[src/rtl/dacc_pkg.sv]
package dacc_pkg;
    localparam int WORD_W = 16;
    localparam int ADDR_W = 4;
    localparam logic [ADDR_W-1:0] OP_SLEEP = 4'hE;
    localparam logic [ADDR_W-1:0] OP_ALL   = 4'hF;

    typedef enum logic [1:0] {
        ST_IDLE  = 2'd0,
        ST_SHIFT = 2'd1,
        ST_EXEC  = 2'd2
    } dacc_state_e;
endpackage

[src/rtl/dacc_sync.sv]
module dacc_sync #(
    parameter int W = 3,
    parameter int STAGES = 2,
    parameter logic [W-1:0] RST_VAL = '0
) (
    input  logic         clk,
    input  logic         arst_n,
    input  logic [W-1:0] d_i,
    output logic [W-1:0] q_o
);
    logic [W-1:0] stg_q [STAGES];

    always_ff @(posedge clk or negedge arst_n) begin
        if (!arst_n) begin
            for (int k = 0; k < STAGES; k++) stg_q[k] <= RST_VAL;
        end else begin
            stg_q[0] <= d_i;
            for (int k = 1; k < STAGES; k++) stg_q[k] <= stg_q[k-1];
        end
    end

    assign q_o = stg_q[STAGES-1];
endmodule

[src/rtl/dacc_shift.sv]
module dacc_shift #(
    parameter int WORD_W = 16
) (
    input  logic              clk,
    input  logic              arst_n,
    input  logic              shift_en_i,
    input  logic              din_i,
    output logic [WORD_W-1:0] word_o,
    output logic              sdo_o
);
    logic [WORD_W-1:0] sr_q;

    always_ff @(posedge clk or negedge arst_n) begin
        if (!arst_n)         sr_q <= '0;
        else if (shift_en_i) sr_q <= {sr_q[WORD_W-2:0], din_i};
    end

    assign word_o = sr_q;
    assign sdo_o  = sr_q[WORD_W-1];
endmodule

[src/rtl/dacc_fsm.sv]
module dacc_fsm
    import dacc_pkg::*;
(
    input  logic clk,
    input  logic arst_n,
    input  logic cs_i,
    input  logic sck_rise_i,
    output logic shift_en_o,
    output logic exec_o
);
    dacc_state_e state_q, state_d;

    always_ff @(posedge clk or negedge arst_n) begin
        if (!arst_n) state_q <= ST_IDLE;
        else         state_q <= state_d;
    end

    always_comb begin
        state_d = state_q;
        unique case (state_q)
            ST_IDLE:  if (!cs_i) state_d = ST_SHIFT;
            ST_SHIFT: if (cs_i)  state_d = ST_EXEC;
            ST_EXEC:             state_d = ST_IDLE;
            default:             state_d = ST_IDLE;
        endcase
    end

    always_comb begin
        shift_en_o = 1'b0;
        exec_o     = 1'b0;
        unique case (state_q)
            ST_IDLE:  shift_en_o = sck_rise_i && !cs_i;
            ST_SHIFT: shift_en_o = sck_rise_i && !cs_i;
            ST_EXEC:  exec_o     = 1'b1;
            default:  ;
        endcase
    end


    exec_single_chk: assert property (@(posedge clk) disable iff (!arst_n)
        exec_o |=> !exec_o);

    exec_after_cs_chk: assert property (@(posedge clk) disable iff (!arst_n)
        exec_o |-> $past(cs_i));
endmodule

[src/rtl/dacc_regs.sv]
module dacc_regs
    import dacc_pkg::*;
#(
    parameter int CH_N = 8,
    parameter int CODE_W = 8
) (
    input  logic                     clk,
    input  logic                     arst_n,
    input  logic                     exec_i,
    input  logic [ADDR_W-1:0]        addr_i,
    input  logic [CODE_W-1:0]        code_i,
    output logic [CH_N*CODE_W-1:0]   code_o,
    output logic [CH_N-1:0]          upd_o,
    output logic                     sleep_o
);
    logic [CH_N-1:0] hit;

    for (genvar i = 0; i < CH_N; i++) begin : g_ch
        localparam logic [ADDR_W-1:0] CH_ADDR = ADDR_W'(i + 1);
        logic [CODE_W-1:0] code_q;
        logic              upd_q;

        assign hit[i] = exec_i && (addr_i == CH_ADDR || addr_i == OP_ALL);

        always_ff @(posedge clk or negedge arst_n) begin
            if (!arst_n) begin
                code_q <= '0;
                upd_q  <= 1'b0;
            end else begin
                upd_q <= hit[i];
                if (hit[i]) code_q <= code_i;
            end
        end

        assign code_o[i*CODE_W +: CODE_W] = code_q;
        assign upd_o[i] = upd_q;
    end

    logic sleep_q;
    always_ff @(posedge clk or negedge arst_n) begin
        if (!arst_n)     sleep_q <= 1'b0;
        else if (exec_i) sleep_q <= (addr_i == OP_SLEEP);
    end
    assign sleep_o = sleep_q;


    upd_shape_chk: assert property (@(posedge clk) disable iff (!arst_n)
        (upd_o != '0) |-> ($countones(upd_o) == 1 || (&upd_o)));

    sleep_quiet_chk: assert property (@(posedge clk) disable iff (!arst_n)
        $rose(sleep_o) |-> (upd_o == '0));

    code_hold_chk: assert property (@(posedge clk) disable iff (!arst_n)
        !$past(exec_i) |-> $stable(code_o));

    upd_pulse_chk: assert property (@(posedge clk) disable iff (!arst_n)
        (upd_o != '0) |=> ((upd_o & $past(upd_o)) == '0 || $past(exec_i)));
endmodule

[src/rtl/octal_dac_ctrl.sv]
module octal_dac_ctrl
    import dacc_pkg::*;
#(
    parameter int CH_N = 8,
    parameter int CODE_W = 8,
    parameter int SYNC_STAGES = 2
) (
    input  logic                   clk,
    input  logic                   rst_n,
    input  logic                   clr_n_i,
    input  logic                   sck_i,
    input  logic                   sdi_i,
    input  logic                   csn_i,
    output logic                   sdo_o,
    output logic [CH_N*CODE_W-1:0] code_o,
    output logic [CH_N-1:0]        upd_o,
    output logic                   sleep_o
);
    localparam int CODE_MSB = WORD_W - ADDR_W - 1;

    logic arst_n;
    assign arst_n = rst_n && clr_n_i;

    logic [2:0] pins_s;
    dacc_sync #(.W(3), .STAGES(SYNC_STAGES), .RST_VAL(3'b100)) u_sync (
        .clk(clk), .arst_n(arst_n),
        .d_i({csn_i, sdi_i, sck_i}), .q_o(pins_s)
    );

    logic cs_s, din_s, sck_s, sck_d, sck_rise;
    assign cs_s  = pins_s[2];
    assign din_s = pins_s[1];
    assign sck_s = pins_s[0];

    always_ff @(posedge clk or negedge arst_n) begin
        if (!arst_n) sck_d <= 1'b0;
        else         sck_d <= sck_s;
    end
    assign sck_rise = sck_s && !sck_d;

    logic shift_en, exec;
    dacc_fsm u_fsm (
        .clk(clk), .arst_n(arst_n), .cs_i(cs_s), .sck_rise_i(sck_rise),
        .shift_en_o(shift_en), .exec_o(exec)
    );

    logic [WORD_W-1:0] word;
    dacc_shift #(.WORD_W(WORD_W)) u_shift (
        .clk(clk), .arst_n(arst_n), .shift_en_i(shift_en), .din_i(din_s),
        .word_o(word), .sdo_o(sdo_o)
    );

    dacc_regs #(.CH_N(CH_N), .CODE_W(CODE_W)) u_regs (
        .clk(clk), .arst_n(arst_n), .exec_i(exec),
        .addr_i(word[WORD_W-1 -: ADDR_W]),
        .code_i(word[CODE_MSB -: CODE_W]),
        .code_o(code_o), .upd_o(upd_o), .sleep_o(sleep_o)
    );


    idle_noshift_chk: assert property (@(posedge clk) disable iff (!arst_n)
        cs_s |=> $stable(word));

    shift_step_chk: assert property (@(posedge clk) disable iff (!arst_n)
        (!cs_s && sck_rise) |=> (word[0] == $past(din_s)));
endmodule

[config.mk]
export PLATFORM = sky130hd
export DESIGN_NAME = octal_dac_ctrl
export DESIGN_NICKNAME = d
export VERILOG_FILES = /design/src/rtl/dacc_pkg.sv /design/src/rtl/dacc_sync.sv /design/src/rtl/dacc_shift.sv /design/src/rtl/dacc_fsm.sv /design/src/rtl/dacc_regs.sv /design/src/rtl/octal_dac_ctrl.sv
export SDC_FILE = /design/constraint.sdc
export NUM_CORES = 1
export LEC_CHECK = 0
export CAP_MARGIN = 20
export CORE_ASPECT_RATIO = 1.75
export CORE_MARGIN = 1
export CORE_UTILIZATION = 58
export CTS_BUF_LIST = sky130_fd_sc_hd__clkbuf_8
export CTS_CLUSTER_DIAMETER = 40
export DETAILED_ROUTE_END_ITERATION = 12
export PLACE_DENSITY = 0.88
export SYNTH_ARGS = -nofsm -noshare
export SYNTH_HDL_FRONTEND = slang
export SYNTH_SLANG_ARGS = --single-unit
[constraint.sdc]
create_clock -name clk -period 11.91 [get_ports clk]
set_clock_uncertainty 0.15 [all_clocks]
set_input_delay 1.7865 -clock clk [delete_from_list [all_inputs] [get_ports clk]]
set_output_delay 1.7865 -clock clk [all_outputs]
set_load 0.01 [all_outputs]
-- Word level (Yosys, flattened, before mapping)
Index checks and enable logic that the tools add are counted.
Widths: inputs -> output; s select.
- logic and storage cells: 65
- flip-flop bits (word level): 98
- output and inout bits: 74
- input port bits: 6
- equal/unequal tests: 14
- mux-type cells: 5
- reduce and logical (&&, ||, !) cells: 24
- operator list (cell ; number):
    $eq 4x3->1 const B ; 4
    $eq 4x4->1 const B ; 3
    $logic_and 1x1->1 ; 11
    $eq 4x2->1 const B ; 2
    $logic_or 1x1->1 ; 8
    $eq 4x1->1 const B ; 1
    $mux 2 ; 2
    $ne 2x2->1 const B ; 2
    $pmux 2 s2 ; 1
    $eq 2x1->1 const B ; 1
    $eq 2x2->1 const B ; 1
    $logic_not 1->1 ; 2
    $logic_not 2->1 ; 1
    $mux 1 ; 2
    $reduce_and 2->1 ; 1
    $reduce_or 2->1 ; 1

-- Longest topological paths before layout
Gate-level depths: netlist (run 1).
- depth after elaboration: 4
- mapped depth: 6
- gate-level depth less buffers: 3

-- Modules after synthesis
Synthesis (run 1) repeated with hierarchy kept, for this count alone.
- cell total of the unflattened synthesis: 341
- area, all modules: 4265.3 µm²
- by module, submodules not included (module ; cells an instance ; instances ; seq. area each (µm²) ; area an instance (µm²)):
    dacc_regs ; 288 ; 1 ; 1826.8 ; 3311.9
    dacc_shift ; 35 ; 1 ; 400.4 ; 656.9
    dacc_sync ; 9 ; 1 ; 152.6 ; 175.2
    dacc_fsm ; 6 ; 1 ; 50.0 ; 76.3
    octal_dac_ctrl ; 3 ; 1 ; 25.0 ; 45.0

-- Least setup slack after synthesis (run 1)
No wires, ideal clock.
- kind: register to output
- start point: register u_regs.g_ch[0].upd_q
- end point: output port upd_o[0]
- arrival: 0.467 ns
- cell stages (with the launch flop): 2
- slack: 9.507 ns
- required time: 9.974 ns
- cells stage by stage: dfrtp_1 -> buf_4
- RTL lines (what ; line ; source):
    from (decl) ; dacc_regs.sv:21 ; logic upd_q;
    from (signal assigned) ; dacc_regs.sv:30 ; upd_q <= hit[i];
    to (decl) ; octal_dac_ctrl.sv:16 ; output logic [CH_N-1:0] upd_o,
No word-level cell between the ends.

-- Final worst setup path (run 1)
- start point: register u_shift.sr_q[15], in the netlist u_shift.word_o[15]
- end point: output port sdo_o
- RTL lines (what ; line ; source):
    from (decl) ; dacc_shift.sv:11 ; logic [WORD_W-1:0] sr_q;
    from (signal assigned) ; dacc_shift.sv:15 ; else if (shift_en_i) sr_q <= {sr_q[WORD_W-2:0], din_i};
    to (decl) ; octal_dac_ctrl.sv:14 ; output logic sdo_o,
No word-level cell between the ends.

==> results of run 1 <==
-- where the power goes --
group          internal, uW  total [uW]  switching, uW
Sequential              345         371           26.5
Clock                   101         210            109
Combinational          10.9        22.7           11.8
-- sequential cells by signal, summed over array words and instances, names as in the netlist --
name,count
u_regs.g_ch.code_q,64
u_shift.word_o,16
u_regs.g_ch.upd_q,8
u_sync.q_o,3
u_sync.stg_q,3
u_fsm.state_q,2
sck_d,1
u_regs.sleep_o,1
-- Yosys cell counts, drive strengths merged --
cell	count	share of area, %
nand2b	1	0.15
dfstp	2	1.3
nor2b	4	0.61
a211oi	1	0.49
nand3	4	0.49
a221oi	16	3.4
a21oi	3	0.46
dfrtp	96	58
nor2	3	0.33
clkbuf	17	1.5
and2	1	0.15
nor4b	1	0.21
o31ai	1	0.18
nand2	10	0.91
buf	18	2.8
o21ai	4	0.49
a222oi	3	0.73
nor4	1	0.52
nand3b	3	0.64
nor3	18	2.6
o32ai	19	4.0
inv	23	2.1
xor2	2	0.43
and3b	1	0.21
or3	4	0.73
a211o	3	0.64
mux2	57	16
-- metal layers --
metal,track usage [%],vias up
met5,0,-
met4,14.3,0
met3,6.60,30
met2,43.3,120
met1,34.6,1427
li1,-,1246
-- area by class of cell --
class                           instances  share of cell area [%]
Clock inverter                          6                    1.16
Sequential cell                        98                    48.5
Tap cell                               84                    2.08
Clock buffer                           10                    2.72
Multi-Input combinational cell        160                    27.8
Timing Repair Buffer                   82                    16.1
Inverter                               23                    1.70
-- logic make-up after synthesis --
group / count (synthesis) / share of synthesized area (%)
multiplexers: 57 / 15.6
AND/OR/NAND/NOR: 51 / 7.53
AO/OA/AOI/OAI: 50 / 10.4
buffers and inverters: 58 / 6.44
flip-flops: 98 / 59.6
XOR/XNOR: 2 / 0.425
-- through the flow --
stage | hold slack [ps] | std cells | cell area [sq um] | utilization [%]
floorplan | 181 | 316 | 4120 | -
global placement | 184 | 447 | 4870 | 71.0
detailed placement | 191 | 447 | 4870 | 71.0
CTS | 213 | 463 | 5060 | 73.9
global route | 218 | 463 | 5060 | 73.9
finish | 212 | 463 | 5060 | 73.9
-- worst paths after layout --
check / start / end / slack (ps) / depth (start not counted)
worst max-delay path: u_shift.word_o[15] / sdo_o / 8090 / 1
worst min-delay path: u_sync.stg_q[5] / u_sync.q_o[2] / 210 / 0
worst max register to register: u_shift.word_o[12] / u_regs.g_ch[4].code_q[1] / 8770 / 3
worst min register to register: u_sync.stg_q[5] / u_sync.q_o[2] / 210 / 0
max in group asynchronous: clr_n_i / u_regs.g_ch[4].code_q[6] / 8770 / 3
min in group asynchronous: rst_n / u_regs.g_ch[0].code_q[1] / 1700 / 2
==> results.toml, run 1 <==
[run_status]
status = "finished clean"

[power]
total_leakage_power_uw = 0.00224
finalPower_uw = 604
power_density_nw_per_um2 = 119
ir_worst_vdd_v = 0.000107

[cells_and_area]
multiInputGateArea_sq_um = 1410
layout_commonest_cell = "dfrtp_1"
final_cell_mix = "dfrtp_1 (96), clkdlybuf4s50_1 (79), mux2_2 (57), inv_1 (25), o32ai_1 (19)"
fillCellCount = 455
fin_nets = 380
syn_to_final_growth_pct = 22.9
seq_area_sq_um = 2450
n_antenna_cell = 0
drive_above_1_share_pct = 22.7

[sta]
finalSetupTns_ps = 0
slew_violations = 0
clock.fmax_mhz = 262
finalSetupViolCount = 0
tightest_slew_ps = 1070
finalCritPeriodShare_pct = 32.1
finalHoldViolCount = 0
max_slew_margin_pct = 28.7
fin_ws_ps = 8090
period_minus_slack_ps = 3820
rsz0062_at_grt = "false"

[synthesis]
yosysUniqueCellTypes = 36
syn_area_sq_um = 4120
ys_ff_latch = 98
syn_nets = 322
yosys_warnings = 0
netlist_instances = 316
ys_seq_area_share_pct = 59.6
avgSynthCellArea_sq_um = 13.0

[place]
place_congestion = 0.801
place_ws_ps = 8280
port_buffers = 79
dp_hpwl_mm = 5.89

[setup_path]
crit_type = "flip-flop to primary output"
crit_chain = "clkdlybuf4s50_1"
cp-start-kind = "flip-flop"
end_kind = "primary output"
max_stage_delay_ps = 830
cp_max_fo = 23
worst_ep_required_time_ps = 9970
cpLargestDelayFamily = "flip-flops"
cp_num_buf_inv = 1
cp.arrival_ps = 1880
cpMaxStageDelayCell = "dfrtp_1"

[clock_network]
cts_root_buf = "clkbuf_8"
hold_buffers = 0
cts.clk_slew.worst_paths_ps = 90
cts_setup_buffers = 0
ctsResizeCount = 0
h-tree-depth = 3
worstSkewPairLatency_ps = 370
cts_buffers = 9
cts_sinks = 98
cts_tree = "yes"
cts_buffer_depth = 2

[die]
io-pin-count = 80
core_area_sq_um = 6860
chipHeight_microns = 113
chipWidth_microns = 65.7
start_util_pct = 60.1
fp-row-count = 40
die_area_sq_um = 7460

[global_route]
grt_overflow_total = 0
grt_pass1_vias = 2963
antenna_found_initial = 0
globalRouteTotalUtil_pct = 27.4
grt_pass1_wl_mm = 15.1
grt_max_degree = 66

[run]
drv_cap = 0

[detailed_routing]
wl_met3_microns = 545
routed-via-count = 2823
antenna_left = 0
drt-met1-wl_mm = 3.52
drc = 0
top_layer_used = "met4"
drtIter0Drc = 296
drt_first_pass_iters = 5
vias_per_cell = 6.10
detail_route.wl_per_cell_microns = 19.7
met2_length_mm = 4.70
drt_wl_total_mm = 9.14

[worst_hold_path]
holdCritPathClass = "flip-flop to flip-flop"
Note: power is estimated with default switching activity, not from simulation.
==> inputs of run 2 (changes only) <==
--- a/config.mk
+++ b/config.mk
@@ -8,11 +8,11 @@
 export CAP_MARGIN = 20
 export CORE_ASPECT_RATIO = 1.75
 export CORE_MARGIN = 1
-export CORE_UTILIZATION = 58
+export CORE_UTILIZATION = 53
 export CTS_BUF_LIST = sky130_fd_sc_hd__clkbuf_8
 export CTS_CLUSTER_DIAMETER = 40
 export DETAILED_ROUTE_END_ITERATION = 12
-export PLACE_DENSITY = 0.88
+export PLACE_DENSITY = 0.81
 export SYNTH_ARGS = -nofsm -noshare
 export SYNTH_HDL_FRONTEND = slang
 export SYNTH_SLANG_ARGS = --single-unit
==> constraint.sdc (replaced) <==
create_clock -name clk -period 3.7 [get_ports clk]
set_clock_uncertainty 0.15 [all_clocks]
set_input_delay 0.555 -clock clk [delete_from_list [all_inputs] [get_ports clk]]
set_output_delay 0.555 -clock clk [all_outputs]
set_load 0.01 [all_outputs]
==> results.toml, run 2 (synthesis results as in run 1) <==
[sta]
period_minus_slack_ps = 2550
finalSetupViolCount = 0
finalCritPeriodShare_pct = 68.8
rsz0062_at_grt = "false"
whs_ps = 203
max_slew_margin_pct = 45.5
finalHoldViolCount = 0
tightest_slew_ps = 813
slew_violations = 0
finalSetupTns_ps = 0
clock.fmax_mhz = 393

[detailed_routing]
antenna_left = 0
vias_per_cell = 5.98
drc = 0
drtIter0Drc = 318
drt_wl_total_mm = 8.77
drt_first_pass_iters = 5
detail_route.wl_per_cell_microns = 18.7
routed-via-count = 2798

[clock_network]
cts.clk_slew.worst_paths_ps = 80
hold_buffers = 0
cts_root_buf = "clkbuf_8"
cts_buffer_depth = 2
cts_setup_buffers = 0
worstSkewPairLatency_ps = 350
cts_buffers = 9
cts_sinks = 98
cts_tree = "yes"
ctsResizeCount = 0
h-tree-depth = 3

[setup_path]
worst_ep_required_time_ps = 2990
cp-start-kind = "flip-flop"
cpLargestDelayFamily = "flip-flops"
max_stage_delay_ps = 810
crit_type = "flip-flop to primary output"
end_kind = "primary output"
cp_num_buf_inv = 1
crit_chain = "clkdlybuf4s50_1"
cp.arrival_ps = 1840
cpMaxStageDelayCell = "dfrtp_1"
cp_max_fo = 23

[cells_and_area]
syn_to_final_growth_pct = 22.7
n_antenna_cell = 0
layout_commonest_cell = "dfrtp_1"
fin_nets = 381
multiInputGateArea_sq_um = 1410
design_area_sq_um = 5050
final_cell_mix = "dfrtp_1 (96), clkdlybuf4s50_1 (79), mux2_2 (57), inv_1 (28), o32ai_1 (19)"
drive_above_1_share_pct = 22.1
largest_reg_flops = 64
regMostFlops = "u_regs.g_ch.code_q"
seq_area_sq_um = 2450
fillCellCount = 598

[global_route]
grt_pass1_wl_mm = 14.3
grt_pass1_vias = 2824
globalRouteTotalUtil_pct = 24.2
grt_overflow_total = 0
grt_max_degree = 51
antenna_found_initial = 0

[die]
die_area_sq_um = 8140
start_util_pct = 54.4
io-pin-count = 80
core_area_sq_um = 7570
chipHeight_microns = 119
fp-row-count = 42
chipWidth_microns = 68.6

[place]
place_area_sq_um = 4890
place_congestion = 0.805
port_buffers = 79
dp_hpwl_mm = 5.87

[run_status]
status = "finished clean"

[worst_hold_path]
holdCritPathClass = "flip-flop to flip-flop"

[power]
ir_worst_vdd_v = 0.000333
total_leakage_power_uw = 0.00225
finalPower_uw = 1850
power_density_nw_per_um2 = 365

[run]
drv_cap = 0
==> run 2: worst paths after layout <==
check                      cells after the start                  endpoint               start  slack, ps
setup / recovery                               1                     sdo_o  u_shift.word_o[15]       1150
hold / removal                                 0             u_sync.q_o[0]     u_sync.stg_q[3]        200
setup reg to reg                               4  u_regs.g_ch[6].code_q[3]  u_shift.word_o[13]       1170
hold reg to reg                                0             u_sync.q_o[0]     u_sync.stg_q[3]        200
max in group asynchronous                      3  u_regs.g_ch[4].code_q[4]               rst_n       2130
min in group asynchronous                      2  u_regs.g_ch[2].code_q[2]             clr_n_i        580
==> run 2: stage by stage <==
step,std cells,utilization (%),worst slack (ps)
2_1_floorplan,316,-,1430
3_3_place_gp,452,64.6,1300
3_5_place_dp,452,64.6,1210
4_1_cts,468,66.8,1150
5_1_grt,468,66.8,961
6_report,468,66.8,1150
==> run 2: power by group <==
part           total [uW]  switching, uW  internal [uW]
Clock                 577            327            250
Combinational        75.4           38.9           36.5
Sequential           1190           85.3           1110
==> run 2: layout make-up <==
class	count	area share (%)
sequential	98	48.6
clock inverter	6	0.470
clock buffer	10	2.72
tap	88	2.18
timing repair buffer	83	16.5
inverter	23	1.71
multi-input combinational	160	27.9
==> run 2: routing by layer <==
| layer | part of all wire (%) | track usage (%) |
|---|---|---|
| met1 | 39 | 31.8 |
| met2 | 51 | 36.5 |
| met3 | 7.6 | 6.76 |
| met4 | 3.2 | 11.2 |
| met5 | 0 | 0 |
